File: config.mk
export PLATFORM = sky130hd
export DESIGN_NAME = can_fault_state
export DESIGN_NICKNAME = d
export VERILOG_FILES = /design/src/rtl/can_fs_pkg.sv /design/src/rtl/fs_count_hold.sv /design/src/rtl/fs_classify.sv /design/src/rtl/fs_event_unit.sv /design/src/rtl/can_fault_state.sv
export SDC_FILE = /design/constraint.sdc
export NUM_CORES = 1
export LEC_CHECK = 0
export BUFFER_PORTS_ARGS = -buffer_cell sky130_fd_sc_hd__buf_4
export CAP_MARGIN = 40
export CORE_ASPECT_RATIO = 1.25
export CORE_MARGIN = 1.5
export CORE_UTILIZATION = 42
export CTS_BUF_LIST = sky130_fd_sc_hd__clkbuf_4 sky130_fd_sc_hd__clkbuf_8
export DETAILED_ROUTE_END_ITERATION = 6
export PLACE_DENSITY = 0.92
export SYNTH_ARGS = -nofsm -noshare
export SYNTH_HDL_FRONTEND = slang
export SYNTH_SLANG_ARGS = --single-unit
File: constraint.sdc
create_clock -name clk -period 1.6 [get_ports clk]
set_input_delay 0.48 -clock clk [delete_from_list [all_inputs] [get_ports clk]]
set_output_delay 0.48 -clock clk [all_outputs]
set_load 0.01 [all_outputs]
File: src/rtl/can_fs_pkg.sv
package can_fs_pkg;
  typedef enum logic [1:0] {
    ST_ACTIVE  = 2'd0,
    ST_WARN    = 2'd1,
    ST_PASSIVE = 2'd2,
    ST_BUSOFF  = 2'd3
  } fs_state_e;

  localparam int NUM_STATES = 4;
  localparam int STATE_LSB  = 16;
endpackage

File: src/rtl/fs_count_hold.sv
module fs_count_hold #(
  parameter int TEC_W = 9,
  parameter int REC_W = 8
) (
  input  logic             clk,
  input  logic             rst_n,
  input  logic             upd_valid,
  output logic             upd_ready,
  input  logic [TEC_W-1:0] upd_tec,
  input  logic [REC_W-1:0] upd_rec,
  input  logic             restart,
  output logic [TEC_W-1:0] tec_q,
  output logic [REC_W-1:0] rec_q
);
  assign upd_ready = !restart;

  always_ff @(posedge clk or negedge rst_n) begin
    if (!rst_n) begin
      tec_q <= '0;
      rec_q <= '0;
    end else if (restart) begin
      tec_q <= '0;
      rec_q <= '0;
    end else if (upd_valid && upd_ready) begin
      tec_q <= upd_tec;
      rec_q <= upd_rec;
    end
  end

  assert_load_R2: assert property (@(posedge clk) disable iff (!rst_n)
    (upd_valid && upd_ready) |=> (tec_q == $past(upd_tec) && rec_q == $past(upd_rec)));

  assert_restart_zero_R11: assert property (@(posedge clk) disable iff (!rst_n)
    restart |=> (tec_q == '0 && rec_q == '0));
endmodule

File: src/rtl/fs_classify.sv
module fs_classify
  import can_fs_pkg::*;
#(
  parameter int TEC_W    = 9,
  parameter int REC_W    = 8,
  parameter int WARN_LIM = 96,
  parameter int PASS_LIM = 128,
  parameter int BOFF_LIM = 256
) (
  input  logic [TEC_W-1:0] tec,
  input  logic [REC_W-1:0] rec,
  output fs_state_e        cls
);
  localparam int CW = ((TEC_W > REC_W) ? TEC_W : REC_W) + 1;
  localparam logic [CW-1:0] WARN_V = CW'(WARN_LIM);
  localparam logic [CW-1:0] PASS_V = CW'(PASS_LIM);
  localparam logic [CW-1:0] BOFF_V = CW'(BOFF_LIM);

  logic [CW-1:0] tec_x, rec_x;
  logic          below_warn, below_pass, at_boff;

  assign tec_x = CW'(tec);
  assign rec_x = CW'(rec);

  assign below_warn = (tec_x < WARN_V) && (rec_x < WARN_V);
  assign below_pass = (tec_x < PASS_V) && (rec_x < PASS_V);
  assign at_boff    = (tec_x >= BOFF_V);

  always_comb begin
    if (at_boff)          cls = ST_BUSOFF;
    else if (!below_pass) cls = ST_PASSIVE;
    else if (!below_warn) cls = ST_WARN;
    else                  cls = ST_ACTIVE;
  end
endmodule

File: src/rtl/fs_event_unit.sv
module fs_event_unit
  import can_fs_pkg::*;
(
  input  logic                  clk,
  input  logic                  rst_n,
  input  fs_state_e             cls,
  input  logic                  restart,
  input  logic [NUM_STATES-1:0] evt_clr,
  input  logic [NUM_STATES-1:0] irq_en,
  output fs_state_e             state_q,
  output logic [NUM_STATES-1:0] state_oh,
  output logic [NUM_STATES-1:0] sticky_q,
  output logic                  evt_pulse,
  output logic                  irq
);
  fs_state_e next_st;
  logic      change;

  assign next_st = restart ? ST_ACTIVE : cls;
  assign change  = (next_st != state_q);

  always_ff @(posedge clk or negedge rst_n) begin
    if (!rst_n) begin
      state_q   <= ST_ACTIVE;
      evt_pulse <= 1'b0;
    end else begin
      state_q   <= next_st;
      evt_pulse <= change;
    end
  end

  for (genvar i = 0; i < NUM_STATES; i++) begin : g_flag
    logic set_i;
    assign set_i       = change && (next_st == fs_state_e'(i));
    assign state_oh[i] = (state_q == fs_state_e'(i));

    always_ff @(posedge clk or negedge rst_n) begin
      if (!rst_n)        sticky_q[i] <= 1'b0;
      else if (set_i)    sticky_q[i] <= 1'b1;
      else if (evt_clr[i]) sticky_q[i] <= 1'b0;
    end
  end

  assign irq = |(sticky_q & irq_en);

  assert_pulse_on_change_R8: assert property (@(posedge clk) disable iff (!rst_n)
    (state_q != $past(state_q)) |-> evt_pulse);

  assert_flag_with_pulse_R8: assert property (@(posedge clk) disable iff (!rst_n)
    evt_pulse |-> |(sticky_q & state_oh));

  assert_restart_active_R11: assert property (@(posedge clk) disable iff (!rst_n)
    restart |=> (state_q == ST_ACTIVE));

  assert_single_state_R3: assert property (@(posedge clk) disable iff (!rst_n)
    $countones(state_oh) == 1);
endmodule

File: src/rtl/can_fault_state.sv
module can_fault_state
  import can_fs_pkg::*;
#(
  parameter int TEC_W    = 9,
  parameter int REC_W    = 8,
  parameter int WARN_LIM = 96,
  parameter int PASS_LIM = 128,
  parameter int BOFF_LIM = 256
) (
  input  logic             clk,
  input  logic             rst_n,
  input  logic             upd_valid,
  output logic             upd_ready,
  input  logic [TEC_W-1:0] upd_tec,
  input  logic [REC_W-1:0] upd_rec,
  input  logic             restart,
  input  logic [3:0]       irq_en,
  input  logic [3:0]       evt_clr,
  output logic [31:0]      cnt_word,
  output logic [31:0]      status_word,
  output logic             state_chg,
  output logic             irq
);
  localparam int TEC_LSB = 16;

  logic [TEC_W-1:0]      tec_q;
  logic [REC_W-1:0]      rec_q;
  fs_state_e             cls, state_q;
  logic [NUM_STATES-1:0] state_oh, sticky_q;

  fs_count_hold #(.TEC_W(TEC_W), .REC_W(REC_W)) u_hold (
    .clk(clk), .rst_n(rst_n), .upd_valid(upd_valid), .upd_ready(upd_ready),
    .upd_tec(upd_tec), .upd_rec(upd_rec), .restart(restart),
    .tec_q(tec_q), .rec_q(rec_q)
  );

  fs_classify #(.TEC_W(TEC_W), .REC_W(REC_W), .WARN_LIM(WARN_LIM),
                .PASS_LIM(PASS_LIM), .BOFF_LIM(BOFF_LIM)) u_cls (
    .tec(tec_q), .rec(rec_q), .cls(cls)
  );

  fs_event_unit u_evt (
    .clk(clk), .rst_n(rst_n), .cls(cls), .restart(restart),
    .evt_clr(evt_clr), .irq_en(irq_en), .state_q(state_q),
    .state_oh(state_oh), .sticky_q(sticky_q), .evt_pulse(state_chg), .irq(irq)
  );

  always_comb begin
    cnt_word = '0;
    cnt_word[REC_W-1:0]       = rec_q;
    cnt_word[TEC_LSB +: TEC_W] = tec_q;
  end

  always_comb begin
    status_word = '0;
    status_word[NUM_STATES-1:0]          = sticky_q;
    status_word[STATE_LSB +: NUM_STATES] = state_oh;
  end

  assert_busoff_first_R6: assert property (@(posedge clk) disable iff (!rst_n)
    ((32'(tec_q) >= 32'(BOFF_LIM)) && !restart) |=> state_oh[ST_BUSOFF]);

  assert_irq_needs_enable_R10: assert property (@(posedge clk) disable iff (!rst_n)
    (irq_en == '0) |-> !irq);
endmodule

==> results.md <==
- The number of antenna diodes in the final layout is 0.
- The clock net sink count is 24.
- The synthesized instance count is 135.
- Along the worst path, the maximum fanout reaches 5.
- Of the available clock period, the critical path in the final layout requires 1.010.
- The count of TritonRoute iterations in the first routing pass is 3.
- The first global-routing pass estimated 3.719 mm of wire.
- After detailed routing, the number of remaining DRC violations is 0.
- The initial antenna violation count is 0.
- The floorplan step set the die height to 66.21 um.
- During synthesis, Yosys emitted a total of 0 warnings.
- After routing, the total negative slack on setup checks comes to -15.56 ps.
- The netlist area before placement is 1343 um^2.
- The kind of capture point of the worst setup path is an output pin.
- The number of cells traversed by the worst register-to-register path is 5.
- The final critical delay including setup and external delays is 1616 ps.
- The CTS tree is done.
- Hold is met by 32.33 ps.
- In this run, post-CTS hold repair placed 0 buffers.
- The capturing element of the worst setup path is status_word[17].
- The detailed-route via count is ~1,000.
- Derived from the worst setup path, the maximum achievable clock frequency is just over 600 MHz.
- In this run the number of H-tree levels came out at 1.
- After detailed routing, the met3 layer carries roughly 200 um of wire.
- The run finished, with violations left.
- The final-report setup violation count is 1.
- The total detailed-routing wirelength is 2.595 mm.
- The reported max-cap violation count is 0.
- On the final layout, the worst clock skew is 10.46 ps.
- The worst setup path startpoint is u_evt.state_q[1].
- In the layout the commonest cells are sky130_fd_sc_hd__buf_4 (57), sky130_fd_sc_hd__conb_1 (39), sky130_fd_sc_hd__dfrtp_1 (23).
- From left edge to right edge, the die measures ~54 um.
- The detailed placement HPWL is 1.997 mm.
- Overall power consumption after layout is estimated at ~1.4 mW.
- The routed design uses 1.337 mm of met2 wire.
- The arrival time of the worst setup path is 1140 ps.
- After routing the design area is 1732 um^2.
- Setup repair after global routing could not meet its margin everywhere.
- The net count of the finished layout is 223.
- For this design the top-level I/O count stands at 96.
- The final RePlAce weighted congestion is just under 0.7.
- After global routing the overflow that remains totals 0.
- The number of clock buffers added by TritonCTS is 3.
- The clock transition time at the flip-flop clock pins of the worst setup and hold paths is 140 ps.
- The floorplan die area is about 3500 um^2.
- The total power per unit cell area is 835.6 nW/um^2.
- The capturing point of the worst reg2reg path is u_evt.evt_pulse.
- The register bit total from synthesis is 24.
- For this block, wires on met1 add up to 1.032 mm.
- The worst-case vdd ir drop is roughly 580 uV.
- The utilization after layout is 0.5771.
- The checks that failed: setup timing.
- The netlist uses 24 different library cells.
- The setup path with the least slack is of type flip-flop to output pin.
- Setup slack on the critical path of the routed design comes to -15.56 ps.
- The data required time at the worst endpoint is 1120 ps.
- The region available for standard cell placement spans 3000 um^2.
- At the later pin of the worst-skew pair, clock insertion delay measures 310 ps.
- Counting along the longest clock path gives a buffer depth of 2.
- Compared with the post-synthesis result, the final layout area differs by 28.98%.
- The worst hold path belongs to the class input pin to async pin.
- The maximum number of pins on one net before global-route repair is 25.
- The CTS root buffer is sky130_fd_sc_hd__clkbuf_4.
- The uppermost layer routed is met4.
- The final max-slew violation count came to 0.
- The post-detailed-placement cell area is 1637 um^2.
- The count of nets left with antenna violations once routing finished came out at 0.
- The number of hold-slack violations in the final timing report came to 0.
- The number of port buffers is 56.
- The number of violations reported at the end of detailed-routing iteration 0 is 16.
- For this run, the total global-route usage over all layers was measured as 0.1437.
- The floorplan has 22 rows.
- The leakage power is approximately 1 nW.
- The via count normalized by instance count is 4.380.
- The initial utilization of the core area, before any placement, comes to 0.4475.
- After detailed routing, the average wire length per cell comes to roughly 11 um.
- The commonest non-fill, non-tap cell in the layout is sky130_fd_sc_hd__buf_4.
- The startpoint identified for the worst register-to-register timing path is u_evt.state_q[1].
- The number of global-route vias before repair was 824.
- The slack of the worst reg-to-reg path is 300 ps.
- A synthesized cell averages 9.945 um^2.
- Of the cells placed in the final design, the portion with a size suffix greater than 1 is 0.3627.
- The worst setup path is launched from a flip-flop.
- Of the synthesized area, sequential elements account for 0.4473.
-- synthesized netlist by cell type --
cell type | count | area [um^2]
sky130_fd_sc_hd__buf_4 | 39 | 292.8
sky130_fd_sc_hd__dfrtp_1 | 24 | 600.6
sky130_fd_sc_hd__nor2_1 | 22 | 82.58
sky130_fd_sc_hd__mux2i_1 | 17 | 170.2
sky130_fd_sc_hd__inv_1 | 5 | 18.77
sky130_fd_sc_hd__a22oi_1 | 3 | 22.52
sky130_fd_sc_hd__nand2_1 | 3 | 11.26
sky130_fd_sc_hd__nor3_1 | 3 | 15.01
sky130_fd_sc_hd__a21oi_1 | 2 | 10.01
sky130_fd_sc_hd__buf_2 | 2 | 10.01
sky130_fd_sc_hd__clkbuf_1 | 2 | 7.510
sky130_fd_sc_hd__a211o_1 | 1 | 8.760
sky130_fd_sc_hd__a21oi_2 | 1 | 8.760
sky130_fd_sc_hd__a32o_1 | 1 | 10.01
sky130_fd_sc_hd__and2b_1 | 1 | 7.510
sky130_fd_sc_hd__buf_6 | 1 | 11.26
sky130_fd_sc_hd__conb_1 | 1 | 3.750
sky130_fd_sc_hd__nand2b_1 | 1 | 6.260
sky130_fd_sc_hd__nor2b_1 | 1 | 6.260
sky130_fd_sc_hd__nor2b_2 | 1 | 8.760
sky130_fd_sc_hd__nor3_2 | 1 | 10.01
sky130_fd_sc_hd__o21ai_1 | 1 | 5.000
sky130_fd_sc_hd__o22ai_1 | 1 | 6.260
sky130_fd_sc_hd__o41ai_1 | 1 | 8.760
-- critical path: stages, from the launching register on --
cell,delay [ps]
sky130_fd_sc_hd__dfrtp_1,450
sky130_fd_sc_hd__and2b_1,260
sky130_fd_sc_hd__buf_6,120
-- how the worst min path moves through the flow --
stage | start | endpoint | slack, ps | cells past startpoint
6_report | rst_n | u_evt.sticky_q[0] | 30 | 1
5_1_grt | rst_n | u_evt.sticky_q[0] | 20 | 1
4_1_cts | rst_n | u_hold.rec_q[0] | 30 | 1
3_5_place_dp | rst_n | u_evt.sticky_q[0] | 400 | 1
3_3_place_gp | rst_n | u_evt.evt_pulse | 390 | 1
2_1_floorplan | rst_n | u_evt.evt_pulse | 180 | 0
-- cell type report --
| type | instances | area [um^2] |
|---|---|---|
| Clock buffer | 3 | 22.52 |
| Clock inverter | 1 | 30.03 |
| Fill cell | 281 | 1269 |
| Inverter | 5 | 18.77 |
| Multi-Input combinational cell | 100 | 551.8 |
| Sequential cell | 24 | 601.8 |
| Tap cell | 36 | 45.04 |
| Timing Repair Buffer | 60 | 461.7 |
-- metrics by stage --
stage,cells,setup slack [ps]
global route,229,-91.18
CTS,228,-10.62
floorplan,173,380.4
global placement,222,164.8
detailed placement,222,164.5
finish,229,-15.56
-- timing repair --
action                                  4_1_cts  5_1_grt
gates resized for setup                       1        6
pin swaps                                     2        0
endpoints found under the setup margin        2        5
setup buffers                                 2        1
-- state kept, by name, summed over array words and instances, names as in the netlist --
register / flops
u_hold.rec_q: 8
u_evt.evt_pulse: 1
u_hold.tec_q: 9
u_evt.sticky_q: 4
u_evt.state_q: 2
-- cell families after synthesis --
kind of cell | share of synthesized area
flip-flops | 0.4473
other | 0.002793
AO/OA/AOI/OAI | 0.05965
multiplexers | 0.1267
AND/OR/NAND/NOR | 0.1100
buffers and inverters | 0.2535
-- report_power, final --
group	switching [mW]	leakage (nW)	total [mW]	internal [mW]
Clock	0.177	0.0279	0.430	0.253
Combinational	0.167	0.645	0.334	0.167
Sequential	0.0349	0.316	0.683	0.648
-- metal layers --
metal	up-vias	GRT usage
li1	477	-
met1	469	0.1597
met2	55	0.2608
met3	2	0.01131
met4	0	0.07692
met5	-	0
(Power assumes the default switching activity.)
